$ cat src/rtl/sar_adc_pkg.sv
package sar_adc_pkg;

  // Control-to-datapath strobes
  typedef struct packed {
    logic start;    // accepted conversion request
    logic trialOn;  // a bit trial is being presented
    logic resolve;  // last cycle of a trial: decide the bit
    logic lastBit;  // the trial being resolved is bit 0
    logic abort;    // conversion cancelled by disable
  } seqStrobe_t;

  function automatic int convClks(int unitClks, int sel);
    return unitClks * (4 << sel);
  endfunction

  function automatic int trialClks(int unitClks, int shift, int resBits, int sel);
    int n;
    n = convClks(unitClks, sel);
    return (n - (n >> shift)) / resBits;
  endfunction

  function automatic int sampClks(int unitClks, int shift, int resBits, int sel);
    return convClks(unitClks, sel) - resBits * trialClks(unitClks, shift, resBits, sel);
  endfunction

endpackage

$ cat src/rtl/sar_adc_seq.sv
module sar_adc_seq
  import sar_adc_pkg::*;
#(
  parameter int RES_BITS     = 10,
  parameter int NUM_CH       = 15,
  parameter int UNIT_CLKS    = 10,
  parameter int SAMPLE_SHIFT = 2
) (
  input  logic       clk,
  input  logic       rstN,
  input  logic       enable,
  input  logic       ctrlWr,
  input  logic [3:0] wrCh,
  input  logic [1:0] wrSel,
  output seqStrobe_t strb,
  output logic       sampleHold
);

  localparam int MAX_CLKS = 32 * UNIT_CLKS;
  localparam int CNT_W    = $clog2(MAX_CLKS + 1);
  localparam int BIT_W    = $clog2(RES_BITS);
  localparam logic [CNT_W-1:0] CNT_ONE = CNT_W'(1);
  localparam logic [BIT_W-1:0] BIT_ONE = BIT_W'(1);
  localparam logic [BIT_W-1:0] BIT_TOP = BIT_W'(RES_BITS - 1);
  localparam logic [4:0]       CH_LIM  = 5'(NUM_CH);

  typedef enum logic [1:0] {ST_IDLE, ST_SAMPLE, ST_TRIAL} seqState_t;

  logic [CNT_W-1:0] sampLen [4];
  logic [CNT_W-1:0] bitLen  [4];

  for (genvar g = 0; g < 4; g++) begin : g_len
    assign sampLen[g] = CNT_W'(sampClks(UNIT_CLKS, SAMPLE_SHIFT, RES_BITS, g));
    assign bitLen[g]  = CNT_W'(trialClks(UNIT_CLKS, SAMPLE_SHIFT, RES_BITS, g));
  end

  seqState_t        state;
  logic [CNT_W-1:0] cnt;
  logic [BIT_W-1:0] bitsLeft;
  logic [1:0]       selQ;
  logic             accept;
  logic             cntZero;

  assign accept  = enable && ctrlWr && (state == ST_IDLE) && ({1'b0, wrCh} < CH_LIM);
  assign cntZero = (cnt == '0);

  always_ff @(posedge clk or negedge rstN) begin
    if (!rstN) begin
      state    <= ST_IDLE;
      cnt      <= '0;
      bitsLeft <= '0;
      selQ     <= '0;
    end else if (!enable) begin
      state    <= ST_IDLE;
      cnt      <= '0;
      bitsLeft <= '0;
    end else begin
      unique case (state)
        ST_IDLE: begin
          if (accept) begin
            state <= ST_SAMPLE;
            cnt   <= sampLen[wrSel] - CNT_ONE;
            selQ  <= wrSel;
          end
        end
        ST_SAMPLE: begin
          if (cntZero) begin
            state    <= ST_TRIAL;
            cnt      <= bitLen[selQ] - CNT_ONE;
            bitsLeft <= BIT_TOP;
          end else begin
            cnt <= cnt - CNT_ONE;
          end
        end
        ST_TRIAL: begin
          if (cntZero) begin
            if (bitsLeft == '0) begin
              state <= ST_IDLE;
            end else begin
              bitsLeft <= bitsLeft - BIT_ONE;
              cnt      <= bitLen[selQ] - CNT_ONE;
            end
          end else begin
            cnt <= cnt - CNT_ONE;
          end
        end
        default: state <= ST_IDLE;
      endcase
    end
  end

  always_comb begin
    strb         = '0;
    strb.start   = accept;
    strb.trialOn = (state == ST_TRIAL);
    strb.resolve = (state == ST_TRIAL) && cntZero && enable;
    strb.lastBit = strb.resolve && (bitsLeft == '0);
    strb.abort   = !enable && (state != ST_IDLE);
  end

  assign sampleHold = (state == ST_SAMPLE);

endmodule

$ cat src/rtl/sar_adc_dp.sv
module sar_adc_dp
  import sar_adc_pkg::*;
#(
  parameter int RES_BITS = 10
) (
  input  logic                clk,
  input  logic                rstN,
  input  logic                enable,
  input  seqStrobe_t          strb,
  input  logic [3:0]          wrCh,
  input  logic                cmpIn,
  output logic [3:0]          chanSel,
  output logic [RES_BITS-1:0] dacCode,
  output logic [RES_BITS-1:0] result,
  output logic                eoc,
  output logic                irq
);

  localparam logic [RES_BITS-1:0] MSB_MASK = {1'b1, {(RES_BITS-1){1'b0}}};

  logic [RES_BITS-1:0] acc;
  logic [RES_BITS-1:0] mask;
  logic [RES_BITS-1:0] trialCode;
  logic [RES_BITS-1:0] decided;

  assign trialCode = acc | mask;
  assign decided   = cmpIn ? trialCode : acc;

  always_ff @(posedge clk or negedge rstN) begin
    if (!rstN) begin
      chanSel <= '0;
      acc     <= '0;
      mask    <= '0;
      result  <= '0;
      eoc     <= 1'b1;
      irq     <= 1'b0;
    end else begin
      irq <= 1'b0;
      if (!enable) begin
        chanSel <= '0;
        acc     <= '0;
        mask    <= '0;
        if (strb.abort) eoc <= 1'b1;
      end else if (strb.start) begin
        chanSel <= wrCh;
        acc     <= '0;
        mask    <= MSB_MASK;
        eoc     <= 1'b0;
      end else if (strb.resolve) begin
        acc  <= decided;
        mask <= mask >> 1;
        if (strb.lastBit) begin
          result <= decided;
          eoc    <= 1'b1;
          irq    <= 1'b1;
        end
      end
    end
  end

  assign dacCode = strb.trialOn ? trialCode : '0;

endmodule

$ cat src/rtl/sar_adc_top.sv
module sar_adc_top
  import sar_adc_pkg::*;
#(
  parameter int NUM_CH       = 15,
  parameter int UNIT_CLKS    = 10,
  parameter int SAMPLE_SHIFT = 2
) (
  input  logic       clk,
  input  logic       rstN,
  input  logic       enable,
  input  logic       ctrlWr,
  input  logic [7:0] wrData,
  output logic [7:0] ctrlRd,
  output logic [7:0] resHiRd,
  output logic [3:0] chanSel,
  output logic       sampleHold,
  output logic [9:0] dacCode,
  input  logic       cmpIn,
  output logic       irq
);

  localparam int RES_BITS = 10;

  seqStrobe_t          strb;
  logic [RES_BITS-1:0] result;
  logic                eoc;

  sar_adc_seq #(
    .RES_BITS(RES_BITS), .NUM_CH(NUM_CH),
    .UNIT_CLKS(UNIT_CLKS), .SAMPLE_SHIFT(SAMPLE_SHIFT)
  ) u_seq (
    .clk(clk), .rstN(rstN), .enable(enable), .ctrlWr(ctrlWr),
    .wrCh(wrData[3:0]), .wrSel(wrData[5:4]),
    .strb(strb), .sampleHold(sampleHold)
  );

  sar_adc_dp #(.RES_BITS(RES_BITS)) u_dp (
    .clk(clk), .rstN(rstN), .enable(enable), .strb(strb),
    .wrCh(wrData[3:0]), .cmpIn(cmpIn),
    .chanSel(chanSel), .dacCode(dacCode), .result(result),
    .eoc(eoc), .irq(irq)
  );

  assign ctrlRd  = {eoc, 5'b00000, result[1:0]};
  assign resHiRd = result[9:2];

endmodule

$ cat config.mk
export PLATFORM = sky130hd
export DESIGN_NAME = sar_adc_top
export DESIGN_NICKNAME = d
export VERILOG_FILES = /design/src/rtl/sar_adc_pkg.sv /design/src/rtl/sar_adc_seq.sv /design/src/rtl/sar_adc_dp.sv /design/src/rtl/sar_adc_top.sv
export SDC_FILE = /design/constraint.sdc
export NUM_CORES = 1
export LEC_CHECK = 0
export ABC_AREA = 1
export BUFFER_PORTS_ARGS = -buffer_cell sky130_fd_sc_hd__buf_2
export CAP_MARGIN = 30
export CORE_UTILIZATION = 52
export DETAILED_ROUTE_END_ITERATION = 8
export GPL_ROUTABILITY_DRIVEN = 0
export PLACE_DENSITY = 0.77
export SETUP_SLACK_MARGIN = 0.15
export SLEW_MARGIN = 10
export SYNTH_ARGS = -nofsm -noshare
export SYNTH_HDL_FRONTEND = slang
export SYNTH_HIERARCHICAL = 1
export SYNTH_SLANG_ARGS = --single-unit
export TNS_END_PERCENT = 20
$ cat constraint.sdc
create_clock -name clk -period 1.69 [get_ports clk]
set_clock_uncertainty 0.1 [all_clocks]
set_input_delay 0.0845 -clock clk [delete_from_list [all_inputs] [get_ports clk]]
set_output_delay 0.0845 -clock clk [all_outputs]
set_load 0.02 [all_outputs]
# Word level (Yosys, flattened, before mapping)
# Index checks and enable logic that the tools add are counted.
dict set report totals {
  in_bits 13
  ff_bits 53
  wordCells 95
  output_inout_bits 32
}
dict set report op_classes {
  n_lt_le_gt_ge 3
  reduce_logical 19
  eq_ne 13
  n_bitwise 4
  add_sub_neg 4
  n_mux 42
}
# cell count
set ops {}
lappend ops {{$mux W9} 9}
lappend ops {{$mux W10} 8}
lappend ops {{$bmux W9 S2} 2}
lappend ops {{$pmux W9 S3} 1}
lappend ops {{$sub A9 B1 Y9 const B} 3}
lappend ops {{$mux W4} 6}
lappend ops {{$reduce_and A4 Y1} 3}
lappend ops {{$mux W2} 5}
lappend ops {{$or A10 B10 Y10} 1}
lappend ops {{$logic_not A9 Y1} 1}
lappend ops {{$mux W1} 9}
lappend ops {{$ne A3 B1 Y1 const B} 3}
lappend ops {{$ne A3 B3 Y1 const B} 3}
lappend ops {{$reduce_and A3 Y1} 3}
lappend ops {{$pmux W4 S2} 1}
lappend ops {{$logic_and A1 B1 Y1} 7}
lappend ops {{$ge A3 B3 Y1 const B} 2}
lappend ops {{$ne A3 B2 Y1 const B} 2}
lappend ops {{$not A2 Y3} 2}
lappend ops {{$pmux W2 S3} 1}
lappend ops {{$logic_not A4 Y1} 1}
lappend ops {{$lt A4 B4 Y1 const B} 1}
lappend ops {{$ne A4 B1 Y1 const B} 1}
lappend ops {{$ne A4 B4 Y1 const B} 1}
lappend ops {{8 further kinds} 9}

# Longest topological paths before layout
dict set report depth {
  depth_word 9
  depth_mapped 14
  mapped_depth_nobuf 14
}

# Hierarchy
# The synthesis kept the hierarchy.
# module area_per_inst_um2 cells_per_inst instances seq_area_each_um2
set by_module_without_submodules {}
lappend by_module_without_submodules {sar_adc_dp 1570.3 168 1 902.1}
lappend by_module_without_submodules {sar_adc_seq 1463.9 206 1 425.4}
lappend by_module_without_submodules {sar_adc_top 48.8 7 1 0.0}

# Worst setup path before layout
# OpenSTA, ideal clock, no wires.
dict set report synth_timing {
  path_kind {reg2reg}
  start {register u_seq.state[0]}
  end {register u_dp.mask[9]}
  stages_incl_launch_ff 12
  t_required_ps 1471
  setup_time_ps 119
  period_less_slack_ps 1854
  slack_ps -164
  path_buffers 2
  arrival_ps 1635
  cell_sequence {dfrtp_1 inv_1 ha_1 inv_1 nor3_1 buf_4 inv_2 nand2_2 inv_2 buf_6 nand2_4 o21ai_2}
}
dict set report synth_via {
  elab_chain_cells 5
  elab_cells_between_ends 9
  cone_classes {2 x eq/ne; 2 x mux; 5 x reduce/logical}
}
# element line
set synth_rtl {}
lappend synth_rtl {{from (decl)} sar_adc_seq.sv:37} ;# seqState_t state;
lappend synth_rtl {{from (signal assigned)} sar_adc_seq.sv:49} ;# state <= ST_IDLE;
lappend synth_rtl {{from (signal assigned)} sar_adc_seq.sv:54} ;# state <= ST_IDLE;
lappend synth_rtl {{from (signal assigned)} sar_adc_seq.sv:61} ;# state <= ST_SAMPLE;
lappend synth_rtl {{$logic_not A2 Y1 (*)} sar_adc_seq.sv:44} ;# assign accept = enable && ctrlWr && (state == ST_IDLE) && ({1'b0, wrCh} < CH_LIM);
lappend synth_rtl {{$logic_and A1 B1 Y1 (*) (2 in series)} sar_adc_seq.sv:44}
lappend synth_rtl {{named net u_seq.accept} sar_adc_seq.sv:41} ;# logic accept;
lappend synth_rtl {{$mux W10} sar_adc_dp.sv:44} ;# end else if (strb.start) begin
lappend synth_rtl {{$mux W10} sar_adc_dp.sv:39} ;# if (!enable) begin
lappend synth_rtl {{to (signal assigned)} sar_adc_dp.sv:51} ;# mask <= mask >> 1;
lappend synth_rtl {{to (decl)} sar_adc_dp.sv:22} ;# logic [RES_BITS-1:0] mask;
# The timed path passes the listed nets; every way through them passes the cells marked *.
# A chain may end at the register's enable or synchronous reset.

# Worst setup path in the final report
dict set report layout_timing {
  start {register u_seq.cnt[8]}
  end {register u_seq.cnt[5]}
}
dict set report layout_via {
  elab_chain_cells 4
  elab_cells_between_ends 7
  cone_classes {1 x eq/ne; 4 x mux; 2 x reduce/logical}
}
# element line
set layout_rtl {}
lappend layout_rtl {{from (decl)} sar_adc_seq.sv:38} ;# logic [CNT_W-1:0] cnt;
lappend layout_rtl {{from (signal assigned)} sar_adc_seq.sv:62} ;# cnt <= sampLen[wrSel] - CNT_ONE;
lappend layout_rtl {{from (signal assigned)} sar_adc_seq.sv:69} ;# cnt <= bitLen[selQ] - CNT_ONE;
lappend layout_rtl {{from (signal assigned)} sar_adc_seq.sv:72} ;# cnt <= cnt - CNT_ONE;
lappend layout_rtl {{$logic_not A9 Y1 (*)} sar_adc_seq.sv:45} ;# assign cntZero = (cnt == '0);
lappend layout_rtl {{$mux W9 (on tied branches)} {sar_adc_seq.sv:76, sar_adc_seq.sv:67}}
lappend layout_rtl {{$pmux W9 S3} sar_adc_seq.sv:58} ;# unique case (state)
lappend layout_rtl {{$mux W9} sar_adc_seq.sv:53} ;# end else if (!enable) begin
# Every way passes the cells marked *; elsewhere a longest branch is shown, timed or not.

==> flow_summary.json <==
{
  "status": "complete, but fails checks",
  "violations": "negative setup slack",
  "die_width_um": 79,
  "power.density_nw_per_um2": 1350,
  "die_area_um2": 6240,
  "min_path_type": "primary input to flop",
  "drc": 0,
  "timing.final.crit_period_ns": 1.85,
  "r2r_slack_ns": -0.16,
  "worst-endpoint-required_ns": 1.81,
  "final_design_area_no_fill_um2": 4040,
  "fmaxAchievable_mhz": 540,
  "start_util_pct": 55.0,
  "final_layout_size_suffix_gt1_share_pct": 36.0,
  "clock_tree.root_cell": "sky130_fd_sc_hd__clkbuf_8",
  "post_drt_wl_per_cell_um": 13.2,
  "place.detailed.hpwl_um": 4840,
  "cts_made_buffers": 5,
  "grt_start_max_net_pins": 23,
  "grt_antenna_before_repair": 0,
  "timing.final.crit_share_pct": 110,
  "hold_path_end": "u_seq/state[0]",
  "fp-row-count": 27,
  "area_delta_synth_final_pct": 31.0,
  "syn-cell-area_um2": 3080,
  "sinks_on_clock_net": 53,
  "ys.flop_type": "sky130_fd_sc_hd__dfrtp_1",
  "cap_viol_max_count": 0,
  "insertion_delay_ns": 0.32,
  "worstReg2RegStart": "u_seq/cnt[8]",
  "grt_util_all_layers_pct": 24.5,
  "asyncSetResetFlopFracSynth_pct": 100,
  "synth.top_cells.by_area": "sky130_fd_sc_hd__dfrtp_1 (42%), sky130_fd_sc_hd__nand2_1 (9.6%), sky130_fd_sc_hd__ha_1 (6.9%)",
  "global_route.overflow_total": 0,
  "detail_route.first_pass.iterations": 4,
  "p_leak_nw": 1.98,
  "design.final.nets": 485,
  "die_h_um": 79,
  "synth.yosys.seq_area_share_pct": 43.1,
  "reg2regPathDepth": 13,
  "critical_path_arrival_ns": 1.97,
  "ys.warnings.count": 6,
  "synth_seq_cells": 53,
  "final_antenna_net_count": 0,
  "yosys.cell_types.count": 35,
  "ir_drop_worst_vdd_mv": 1.13,
  "setup_total_negative_slack_ns": -2.86,
  "hold_start": "enable",
  "cp-end-kind": "flop",
  "first_pass_grt_wire_length_um": 11800,
  "rsz_0062_raised_after_global_routing": "yes",
  "netlist_top_cells_count": "sky130_fd_sc_hd__nand2_1 (79), sky130_fd_sc_hd__dfrtp_1 (52), sky130_fd_sc_hd__nor2_1 (50)",
  "startpoint_type": "flop",
  "critical_path.reg2reg.endpoint": "u_seq/cnt[5]",
  "num_antenna_cells": 0,
  "synth_top_area_share_pct": 42.2,
  "power.total_mw": 5.44,
  "core_region_area_um2": 5610,
  "synth_edf_count": 0,
  "timing.final.hold_violations": 0,
  "report.final.setup_viol": 38,
  "via_count_of_the_first_global_routing_pass": 2707,
  "maxSlewViolCount": 0,
  "i_o_buffers": 37,
  "floorplan.io_pins": 45,
  "ctsLongestPathBuffers": 2,
  "wirelength_um": 6990,
  "crit_type": "flop to flop",
  "num_vias": 2711,
  "hold_path_depth": 3,
  "vias_per_cell": 5.13,
  "cts_htree_levels": 2,
  "critPathMaxFanout": 5,
  "drt_first_iter_violations": 159,
  "synthesized_area_divided_by_synthesized_cell_count_um2": 8.09,
  "synth.largest_area_cell": "sky130_fd_sc_hd__dfrtp_1",
  "cts_tree": "built",
  "dpl_cell_area_um2": 3570,
  "clkTransAtPathRegs_ns": 0.10,
  "synthCells": 381,
  "finalWorstSetupSlack_ns": -0.162,
  "most_numerous_cell_in_the_yosys_netlist": "sky130_fd_sc_hd__nand2_1"
}
==> how the worst max path moves through the flow <==
stage                  from        endpoint  slack, ns  cells after the start
6_report       u_seq/cnt[8]    u_seq/cnt[5]      -0.16                     13
3_3_place_gp   u_seq/cnt[3]    u_dp/mask[3]      -0.03                     10
2_1_floorplan  u_seq/cnt[3]  u_dp/result[0]       0.04                     10
4_1_cts        u_seq/cnt[1]    u_seq/cnt[5]      -0.08                     13
3_5_place_dp   u_seq/cnt[1]    u_seq/cnt[5]      -0.08                     13
5_1_grt        u_seq/cnt[8]    u_seq/cnt[8]      -0.26                     13
==> cells in the final DEF (no fill, tap or decap), types with 4 or more instances in the layout <==
master,count
sky130_fd_sc_hd__nand2_1,65
sky130_fd_sc_hd__dfrtp_1,52
sky130_fd_sc_hd__nor2_1,35
sky130_fd_sc_hd__inv_1,34
sky130_fd_sc_hd__buf_4,28
sky130_fd_sc_hd__buf_2,27
sky130_fd_sc_hd__nand3_1,22
sky130_fd_sc_hd__nand2_2,20
sky130_fd_sc_hd__nor2_4,17
sky130_fd_sc_hd__o21ai_0,17
sky130_fd_sc_hd__o21ai_1,17
sky130_fd_sc_hd__ha_1,14
sky130_fd_sc_hd__a21oi_1,13
sky130_fd_sc_hd__buf_6,12
sky130_fd_sc_hd__o21ai_2,10
sky130_fd_sc_hd__inv_2,9
sky130_fd_sc_hd__dlygate4sd3_1,7
sky130_fd_sc_hd__conb_1,5
sky130_fd_sc_hd__clkbuf_8,5
sky130_fd_sc_hd__nand2_4,5
sky130_fd_sc_hd__nor2_2,5
sky130_fd_sc_hd__buf_12,4
==> layer usage <==
layer / share of wire, % / track usage [%]
met3: 3.4 / 4.48
met5: 0 / 0
met4: 2.7 / 12.4
met2: 52 / 43.4
met1: 42 / 28.1
==> final cells by class <==
type	count	area, um2
sequential	53	1330
clock inverter	2	15.0
timing repair inverter	1	16.3
inverter	46	190
tap	72	90.1
fill	423	1570
multi-input combinational	269	1680
timing repair buffer	79	646
clock buffer	6	72.6
==> flip-flops by register name, summed over array words and instances (netlist names) <==
| name | count |
|---|---|
| u_dp/eoc | 1 |
| u_dp/chanSel | 4 |
| u_seq/selQ | 2 |
| u_dp/irq | 1 |
| u_seq/cnt | 9 |
| u_seq/state | 2 |
| u_dp/result | 10 |
| u_dp/mask | 10 |
| u_dp/acc | 10 |
| u_seq/bitsLeft | 4 |
==> per-stage QoR <==
| stage | cells | util, % | hold WS (ns) | worst slack [ns] |
|---|---|---|---|---|
| global placement | 509 | 63.6 | -0.0774 | -0.0284 |
| detailed placement | 509 | 63.6 | -0.0783 | -0.0776 |
| finish | 528 | 72.0 | 0.0135 | -0.162 |
| CTS | 527 | 70.5 | 0.00225 | -0.0788 |
| global route | 528 | 72.0 | 0.0374 | -0.264 |
| floorplan | 385 | - | -0.311 | 0.0424 |
==> cells by family after synthesis <==
family / count (synthesis) / share of synthesized area (%)
buffers and inverters: 63 / 9.74
other: 1 / 0.122
DFF: 53 / 43.1
and+or+nand+nor: 182 / 27.9
AOI/OAI and AO/OA: 65 / 12.3
adders and majority gates: 17 / 6.90
==> critical path: stages, from the launching register on <==
cell	delay, ns
sky130_fd_sc_hd__dfrtp_1	0.40
sky130_fd_sc_hd__nor2_2	0.13
sky130_fd_sc_hd__buf_4	0.13
sky130_fd_sc_hd__nand3_4	0.08
sky130_fd_sc_hd__nor2_4	0.17
sky130_fd_sc_hd__nand2_2	0.07
sky130_fd_sc_hd__nand2_2	0.10
sky130_fd_sc_hd__nand2_4	0.08
sky130_fd_sc_hd__nor2_4	0.17
sky130_fd_sc_hd__nand2_1	0.09
sky130_fd_sc_hd__nand2_1	0.06
sky130_fd_sc_hd__nand3_1	0.06
sky130_fd_sc_hd__nand2_1	0.06
sky130_fd_sc_hd__nand2_1	0.04
==> power breakdown <==
group	internal [mW]	switching (mW)	leakage, nW	total (mW)
clock	0.293	0.440	0.0374	0.732
combinational	1.24	1.89	1.23	3.13
sequential	1.46	0.115	0.717	1.58
==> repair_timing <==
| action | CTS | global route |
|---|---|---|
| hold buffers | 7 | 0 |
| endpoints found under the hold margin | 59 | 0 |
| setup buffers | 2 | 1 |
| gates resized for setup | 59 | 25 |
| gates cloned | 1 | 0 |
| pin swaps | 13 | 13 |
| endpoints found under the setup margin | 61 | 62 |
Power figures use the tool's default switching activity.
